`config.mk`:
```
export PLATFORM = sky130hd
export DESIGN_NAME = hitword_lane_serializer
export DESIGN_NICKNAME = d
export VERILOG_FILES = /design/src/rtl/hls_pkg.sv /design/src/rtl/hls_rst_sync.sv /design/src/rtl/hls_word_transpose.sv /design/src/rtl/hls_lane_shifter.sv /design/src/rtl/hls_frame_marker.sv /design/src/rtl/hitword_lane_serializer.sv
export SDC_FILE = /design/constraint.sdc
export NUM_CORES = 1
export LEC_CHECK = 0
export ABC_CLOCK_PERIOD_IN_PS = 8950
export CORE_AREA = 4 4 97 108
export DETAILED_ROUTE_END_ITERATION = 8
export DIE_AREA = 0 0 101 112
export PLACE_DENSITY_LB_ADDON = 0.15
export SLEW_MARGIN = 25
export SYNTH_ARGS = -nofsm -noshare
export SYNTH_HDL_FRONTEND = slang
export SYNTH_SLANG_ARGS = --single-unit
export TNS_END_PERCENT = 1
```
`constraint.sdc`:
```
create_clock -name clk -period 8.95 [get_ports clk]
set_clock_uncertainty 0.1 [all_clocks]
set_input_delay 1.79 -clock clk [delete_from_list [all_inputs] [get_ports clk]]
set_output_delay 1.79 -clock clk [all_outputs]
set_load 0.02 [all_outputs]
```
`src/rtl/hls_pkg.sv`:
```
`timescale 1ns/1ps
package hls_pkg;
  localparam int unsigned DEF_WORDS = 8;
  localparam int unsigned DEF_BITS  = 13;

  // Width of a counter that can hold 0..n
  function automatic int unsigned cnt_width(input int unsigned n);
    return (n < 2) ? 1 : $clog2(n + 1);
  endfunction
endpackage

```
`src/rtl/hls_rst_sync.sv`:
```
`timescale 1ns/1ps
module hls_rst_sync #(
  parameter int unsigned STAGES = 2
) (
  input  logic clk,
  input  logic rst_n,
  output logic srst_n
);
  logic [STAGES-1:0] chain_q;
  logic [STAGES-1:0] chain_d;

  always_comb begin
    chain_d = {chain_q[STAGES-2:0], 1'b1};
  end

  always_ff @(posedge clk or negedge rst_n) begin
    if (!rst_n) chain_q <= '0;
    else        chain_q <= chain_d;
  end

  assign srst_n = chain_q[STAGES-1];
endmodule

```
`src/rtl/hls_word_transpose.sv`:
```
`timescale 1ns/1ps
module hls_word_transpose #(
  parameter int unsigned WORDS = hls_pkg::DEF_WORDS,
  parameter int unsigned BITS  = hls_pkg::DEF_BITS
) (
  input  logic [WORDS*BITS-1:0] words_in,
  output logic [BITS*WORDS-1:0] slices_out  // slice k at [k*WORDS +: WORDS], entry j = word j
);
  for (genvar k = 0; k < BITS; k++) begin : g_lane
    for (genvar j = 0; j < WORDS; j++) begin : g_word
      assign slices_out[k*WORDS + j] = words_in[j*BITS + k];
    end
  end
endmodule

```
`src/rtl/hls_lane_shifter.sv`:
```
`timescale 1ns/1ps
module hls_lane_shifter #(
  parameter int unsigned WORDS = hls_pkg::DEF_WORDS
) (
  input  logic             clk,
  input  logic             srst_n,
  input  logic             load,
  input  logic [WORDS-1:0] par_in,
  output logic             ser_out
);
  logic [WORDS-1:0] shreg_q;
  logic [WORDS-1:0] shreg_d;

  // Load a fresh slice, otherwise move toward bit 0 and fill with zero
  always_comb begin
    if (load) shreg_d = par_in;
    else      shreg_d = {1'b0, shreg_q[WORDS-1:1]};
  end

  always_ff @(posedge clk or negedge srst_n) begin
    if (!srst_n) shreg_q <= '0;
    else         shreg_q <= shreg_d;
  end

  assign ser_out = shreg_q[0];
endmodule

```
`src/rtl/hls_frame_marker.sv`:
```
`timescale 1ns/1ps
module hls_frame_marker (
  input  logic clk,
  input  logic srst_n,
  input  logic load,
  output logic sync_out
);
  logic sync_q;
  logic sync_d;

  always_comb begin
    sync_d = load;
  end

  always_ff @(posedge clk or negedge srst_n) begin
    if (!srst_n) sync_q <= 1'b0;
    else         sync_q <= sync_d;
  end

  assign sync_out = sync_q;
endmodule

```
`src/rtl/hitword_lane_serializer.sv`:
```
`timescale 1ns/1ps
module hitword_lane_serializer #(
  parameter int unsigned WORDS = hls_pkg::DEF_WORDS,
  parameter int unsigned BITS  = hls_pkg::DEF_BITS
) (
  input  logic                  clk,
  input  logic                  rst_n,
  input  logic                  load_en,
  input  logic [WORDS*BITS-1:0] words_in,
  output logic [BITS-1:0]       lane_out,
  output logic                  frame_sync
);
  localparam int unsigned SLICE_W = BITS * WORDS;

  logic               srst_n;
  logic [SLICE_W-1:0] slices;

  hls_rst_sync #(.STAGES(2)) u_rst (
    .clk    (clk),
    .rst_n  (rst_n),
    .srst_n (srst_n)
  );

  hls_word_transpose #(.WORDS(WORDS), .BITS(BITS)) u_tr (
    .words_in   (words_in),
    .slices_out (slices)
  );

  for (genvar k = 0; k < BITS; k++) begin : g_lane
    hls_lane_shifter #(.WORDS(WORDS)) u_sh (
      .clk     (clk),
      .srst_n  (srst_n),
      .load    (load_en),
      .par_in  (slices[k*WORDS +: WORDS]),
      .ser_out (lane_out[k])
    );
  end

  hls_frame_marker u_mark (
    .clk      (clk),
    .srst_n   (srst_n),
    .load     (load_en),
    .sync_out (frame_sync)
  );
endmodule

```
## Word-level counts from Yosys, hierarchy flattened

Cells that the tools add are included.

- Flip-flop bits (word level): 107
- Word-level logic and storage cells: 28
- Bits of input ports: 107

- Mux-type cells: 13

Operators with widths:

| operator | number |
|---|---|
| 8-bit 2-to-1 mux | 13 |

## Longest topological paths before layout

Gate-level depths: netlist of the first run.

- Depth in word-level cells: 1
- Depth in mapped cells: 4
- Mapped depth without buffers: 1

## By module

Synthesis of the first run repeated with hierarchy kept, for this count alone.

- Cell total of the unflattened synthesis: 329
- Area, all modules: 5072.4 um^2

Modules (own cells, without submodules):

| module | area an instance (um^2) | cells an instance | instances | sequential area each (um^2) |
|---|---|---|---|---|
| hls_lane_shifter | 324.1 | 17 | 13 | 200.2 |
| hls_word_transpose | 780.7 | 104 | 1 | 0.0 |
| hls_rst_sync | 53.8 | 3 | 1 | 50.0 |
| hls_frame_marker | 25.0 | 1 | 1 | 25.0 |

## Least setup slack after synthesis of the first run

OpenSTA, ideal clock, no wires.

- Kind: input to register
- Start: input load_en
- End: register g_lane[3].u_sh.shreg_q[5]
- Required time: 8.725 ns
- Library setup time: 0.125 ns
- Path buffers: 3
- Arrival time: 2.512 ns
- Path slack: 6.213 ns
- Stages on the path: 4
- Cell sequence: clkbuf_2 > buf_6 > buf_6 > mux2_4

- Longest elaborated chain between the ends: 1

RTL lines:

| item | RTL line | RTL |
|---|---|---|
| start, declared | hitword_lane_serializer.sv:8 | `input logic load_en,` |
| 8-bit 2-to-1 mux | hls_lane_shifter.sv:16 | `if (load) shreg_d = par_in;` |
| net g_lane[3].u_sh.shreg_d[5] | hls_lane_shifter.sv:12 | `logic [WORDS-1:0] shreg_d;` |
| end signal, assigned | hls_lane_shifter.sv:22 | `else shreg_q <= shreg_d;` |
| end, declared | hls_lane_shifter.sv:11 | `logic [WORDS-1:0] shreg_q;` |

The timed path passes the listed nets, and every way through them passes these cells.

## Final worst setup path of the first run

- Start: input load_en
- End: register g_lane[1].u_sh.shreg_q[5]

- Longest elaborated chain between the ends: 1

RTL lines:

| item | RTL line |
|---|---|
| 8-bit 2-to-1 mux | hls_lane_shifter.sv:16 |
| net g_lane[1].u_sh.shreg_d[5] | hls_lane_shifter.sv:12 |
| end signal, assigned | hls_lane_shifter.sv:22 |
| end, declared | hls_lane_shifter.sv:11 |

The timed path passes the listed nets, and every way through them passes these cells.

==> results.py, run 1 <==
metrics = {
    "setup_path": {
        "cp-start-kind": "primary input",
        "cp_cell_sequence": "buf_4 -> buf_4 -> mux2_2",
        "cp.required_ns": 9.10,
        "crit_arrival_ns": 3.56,
        "crit_fanout": 59,
        "critPathSlowestCell": "buf_4",
        "end_kind": "flip-flop",
        "cp_num_buf_inv": 2,
        "crit_top_cell": "buf_4",
        "critPathMaxStageDelay_ns": 0.73,
        "critical_path_class": "in -> reg",
        "cpLargestDelayFamily": "buffers and inverters",
    },
    "layout": {
        "fin_util": 0.593,
        "antenna_cells": 0,
        "syn2layout_area_growth_pct": 32.6,
        "drive_above_1_share": 0.317,
        "nets": 452,
    },
    "synthesis": {
        "seq_area_frac_synth": 0.644,
        "syn_avg_cell_area_um2": 17.5,
        "syn_area_um2": 4160,
        "syn-num-nets": 344,
        "ys_ff_latch": 107,
        "syn_inst": 237,
        "yosysUniqueCellTypes": 9,
        "yosysWarnings": 0,
    },
    "power_and_ir_drop": {
        "cellLeakagePower_nw": 2.45,
        "pwr_density_cell_nw_per_um2": 173,
        "ir_drop_mv": 0.0948,
    },
    "clock_tree": {
        "cts_tree": "done",
        "cts_buffers": 9,
        "cts-htree-levels": 3,
        "insertion_delay_ns": 0.36,
        "cts_buffer_depth": 2,
        "cts_setup_buffers": 0,
        "ctsRootBufferMaster": "clkbuf_8",
        "postCtsHoldBufs": 0,
        "cts.sinks": 107,
        "cts_resized": 0,
        "clk_pin_slew_ns": 0.10,
    },
    "timing": {
        "post-route-min-period_ns": 3.41,
        "slew_headroom": 0.485,
        "rsz0062_at_grt": "false",
        "fmax_mhz": 293,
        "tightest_slew_ns": 0.772,
        "setup_violations": 0,
        "drv_slew": 0,
        "finalSetupTns_ns": 0,
        "layout_worst_path_cycle_share": 0.381,
        "hold_viol": 0,
    },
    "global_routing": {
        "grt_max_degree": 88,
        "grt_use_total": 0.128,
        "grt_pass1_vias": 2356,
        "grt-ovfl-total": 0,
        "antenna_found_initial": 0,
        "grt_pass1_wl_mm": 11.2,
    },
    "die": {
        "fp.dieW_um": 101,
        "core.rowCount": 37,
        "start_util": 0.447,
        "fp.dieArea_um2": 11300,
        "die_y_um": 112,
        "io-pin-count": 121,
        "core_area_um2": 9310,
    },
    "route": {
        "antenna_left": 0,
        "vias": 2133,
        "drc": 0,
        "drt_wl_total_mm": 6.95,
        "drtIter0Drc": 41,
        "drt_first_pass_iters": 2,
        "top_layer": "met4",
        "met1Wirelength_mm": 2.63,
        "wl_met2_mm": 3.60,
        "wire_per_inst_um": 14.9,
        "vias_per_cell": 4.57,
        "wl_met3_um": 646,
    },
    "placed_design": {
        "gp_congestion": 0.682,
        "hpwl_mm": 4.69,
        "io_buffer_count": 120,
    },
    "status": {
        "status": "complete, no violations",
    },
    "worst_hold_path": {
        "hold_class": "reg -> async",
    },
    "job": {
        "cap_violations": 0,
    },
}
layer usage:
layer / track usage / vias to the layer above
li1: - / 1000
met1: 0.142 / 1060
met2: 0.216 / 69
met3: 0.0658 / 4
met4: 0.0319 / 0
met5: 0 / -
flip-flops by register name, summed over array words and instances, names as in the netlist:
| register | count |
|---|---|
| g_lane.u_sh.shreg_q | 104 |
| u_rst.chain_q | 2 |
| u_mark.sync_out | 1 |
synthesized netlist by cell type, drive strengths merged:
cell type,n,area (um^2)
dfrtp,107,2680
and2,13,81.3
clkbuf,1,5.00
conb,1,3.75
buf,24,190
mux2,91,1200
final cells by class:
class                   count  area (um^2)
fillers                   750         3790
flip-flops and latches    107         2680
multi-input cells         105         1290
repair buffers            122         1220
well taps                 117          146
clock buffers              10          138
clock inverters             6         47.5
kinds of logic (layout without fill, tap and decap cells):
group | after synthesis | count (layout) | share of synthesized area
buffers and inverters | 25 | 138 | 0.0469
DFF | 107 | 107 | 0.644
muxes | 91 | 91 | 0.289
other | 1 | 1 | 0.000902
and+or+nand+nor | 13 | 13 | 0.0196
path summary, 6_finish.rpt:
path	startpoint	endpoint	slack, ns	cells after the start
max	load_en	g_lane[1].u_sh.shreg_q[5]	5.54	3
min	u_rst.chain_q[1]	g_lane[6].u_sh.shreg_q[7]	0.1	0
max reg2reg	u_rst.chain_q[1]	g_lane[6].u_sh.shreg_q[2]	7.62	1
min reg2reg	u_rst.chain_q[1]	g_lane[6].u_sh.shreg_q[7]	0.1	0
max in group asynchronous	rst_n	u_rst.chain_q[1]	7.14	1
min in group clk	u_rst.chain_q[0]	u_rst.chain_q[1]	0.26	0
through the flow:
step / std cells / setup slack, ns / area [um^2] / hold WS [ns] / power (mW)
after floorplan: 237 / 5.65 / 4160 / 0.231 / 0.631
after global placement: 451 / 5.17 / 5330 / 0.0952 / 0.688
after detailed placement: 451 / 5.15 / 5330 / 0.101 / 0.692
after CTS: 467 / 5.55 / 5520 / 0.109 / 0.969
after global routing: 467 / 5.47 / 5520 / 0.124 / 1.00
final: 467 / 5.54 / 5520 / 0.0968 / 0.952
layout by cell type (no fill, tap or decap):
master	n
dfrtp_4	1
mux2_4	47
clkbuf_8	10
inv_6	1
inv_8	1
buf_4	2
dfrtp_1	106
clkinv_2	1
buf_6	1
conb_1	1
and2_1	13
clkinvlp_4	3
clkdlybuf4s50_1	119
mux2_2	44
report_power, final:
| group | total, mW | internal (mW) | switching [mW] | leakage (nW) |
|---|---|---|---|---|
| logic | 0.142 | 0.0985 | 0.0437 | 1.08 |
| registers | 0.537 | 0.525 | 0.0122 | 1.28 |
| clock network | 0.273 | 0.111 | 0.162 | 0.0868 |
| total | 0.952 | 0.735 | 0.218 | 2.45 |
(Power assumes the default switching activity.)
==> run 2: changes to the inputs <==
ABC_CLOCK_PERIOD_IN_PS = 3000   (was 8950)
CORE_AREA = 4 4 99 111   (was 4 4 97 108)
DIE_AREA = 0 0 103 115   (was 0 0 101 112)
clock period = 3 ns   (was 8.95 ns; I/O delays follow)
==> run 2 against run 1 <==
Against the previous run: cell count rose by 1.1%; largest cell class unchanged; non-clock buffer count rose by 2; sequential power rose to 3.0 times the previous value; cell area rose by 1.3%; via count barely moved; first-iteration DRC count fell by 37%; register-to-register slack got worse by 5.7 ns.
==> results.py, run 2 (same netlist as run 1, synthesis figures left out) <==
metrics = {
    "timing": {
        "rsz0062_at_grt": "false",
        "hold_viol": 0,
        "fmax_mhz": 497,
        "post-route-min-period_ns": 2.01,
        "finalSetupTns_ns": 0,
        "layout_worst_path_cycle_share": 0.670,
        "setup_violations": 0,
        "drv_slew": 0,
    },
    "power_and_ir_drop": {
        "ir_drop_mv": 0.245,
        "cellLeakagePower_nw": 2.49,
        "totalPowerFinal_mw": 2.94,
        "pwr_density_cell_nw_per_um2": 525,
    },
    "clock_tree": {
        "cts-htree-levels": 3,
        "cts_setup_buffers": 0,
        "postCtsHoldBufs": 0,
        "insertion_delay_ns": 0.36,
        "clk_pin_slew_ns": 0.11,
        "cts_buffers": 9,
        "cts_tree": "done",
        "cts_buffer_depth": 2,
        "cts.sinks": 107,
        "cts_resized": 0,
        "ctsRootBufferMaster": "clkbuf_8",
    },
    "setup_path": {
        "cp_num_cells": 1,
        "cp-start-kind": "flip-flop",
        "cp.required_ns": 2.30,
        "cpLargestDelayFamily": "buffers and inverters",
        "cp_num_buf_inv": 1,
        "crit_fanout": 1,
        "critPathSlowestCell": "clkdlybuf4s50_1",
        "r2r_cells": 1,
        "critPathMaxStageDelay_ns": 0.60,
        "cp_cell_sequence": "clkdlybuf4s50_1",
        "end_kind": "output port",
        "critical_path_class": "reg -> out",
        "crit_arrival_ns": 1.31,
    },
    "layout": {
        "syn2layout_area_growth_pct": 34.4,
        "instances_no_fill": 472,
        "final_cell_mix": "119 x clkdlybuf4s50_1, 106 x dfrtp_1, 47 x mux2_4, 44 x mux2_2, 13 x and2_1",
        "multi_input_area_um2": 1290,
        "regMostFlops": "g_lane.u_sh.shreg_q",
        "final-seq-area_um2": 2680,
        "antenna_cells": 0,
        "layout_commonest_cell": "clkdlybuf4s50_1",
        "largest_register_ffs": 104,
        "nets": 454,
        "fill_cells": 828,
        "drive_above_1_share": 0.321,
        "fin_util": 0.571,
    },
    "die": {
        "die_y_um": 115,
        "fp.dieArea_um2": 11800,
        "fp.dieW_um": 103,
        "core.rowCount": 38,
        "io-pin-count": 121,
        "start_util": 0.425,
        "core_area_um2": 9790,
    },
    "placed_design": {
        "gp_congestion": 0.695,
        "dp_cells": 456,
        "hpwl_mm": 4.85,
        "io_buffer_count": 120,
    },
    "global_routing": {
        "grt_max_degree": 50,
        "grt_pass1_wl_mm": 11.1,
        "antenna_found_initial": 0,
        "grt-ovfl-total": 0,
        "grt_use_total": 0.123,
        "grt_pass1_vias": 2304,
    },
    "route": {
        "vias": 2134,
        "drt_first_pass_iters": 3,
        "drtIter0Drc": 26,
        "drt_wl_total_mm": 6.99,
        "drc": 0,
        "vias_per_cell": 4.52,
        "wire_per_inst_um": 14.8,
        "antenna_left": 0,
    },
    "worst_hold_path": {
        "hold_class": "reg -> async",
    },
    "job": {
        "cap_violations": 0,
    },
    "status": {
        "status": "complete, no violations",
    },
}
-- run 2: area by class of cell --
class / instances / area share
Clock inverter: 7 / 0.0148
Sequential cell: 107 / 0.480
Timing Repair Buffer: 124 / 0.226
Clock buffer: 9 / 0.0222
Multi-Input combinational cell: 105 / 0.230
Tap cell: 120 / 0.0269
-- run 2: power breakdown --
part	leakage (nW)	switching (mW)	internal, mW
Sequential	1.28	0.0374	1.57
Combinational	1.10	0.131	0.300
Clock	0.104	0.500	0.402
Total	2.49	0.669	2.27
-- run 2: worst paths after layout --
kind / end / startpoint / slack (ns)
hold reg to reg: u_mark.sync_out / u_rst.chain_q[1] / 0.14
setup reg to reg: g_lane[4].u_sh.shreg_q[3] / u_rst.chain_q[1] / 1.92
setup / recovery: lane_out[12] / g_lane[12].u_sh.shreg_q[0] / 0.99
hold / removal: u_mark.sync_out / u_rst.chain_q[1] / 0.14
max in group asynchronous: g_lane[4].u_sh.shreg_q[3] / u_rst.chain_q[1] / 1.92
min in group clk: u_rst.chain_q[1] / u_rst.chain_q[0] / 0.26
-- run 2: per-stage QoR --
stage / worst slack, ns / instance area [um^2] / hold slack [ns]
3_3_place_gp: 1.10 / 5380 / 0.142
5_1_grt: 0.927 / 5590 / 0.187
2_1_floorplan: 1.11 / 4160 / 0.204
3_5_place_dp: 1.10 / 5380 / 0.151
6_report: 0.990 / 5590 / 0.140
4_1_cts: 0.953 / 5590 / 0.161
-- run 2: routing by layer --
layer,vias up,track usage,share of wire
met4,0,0.0440,0.014
met3,8,0.0467,0.083
met1,1052,0.158,0.42
met2,70,0.190,0.48
met5,-,0,0
li1,1004,-,-
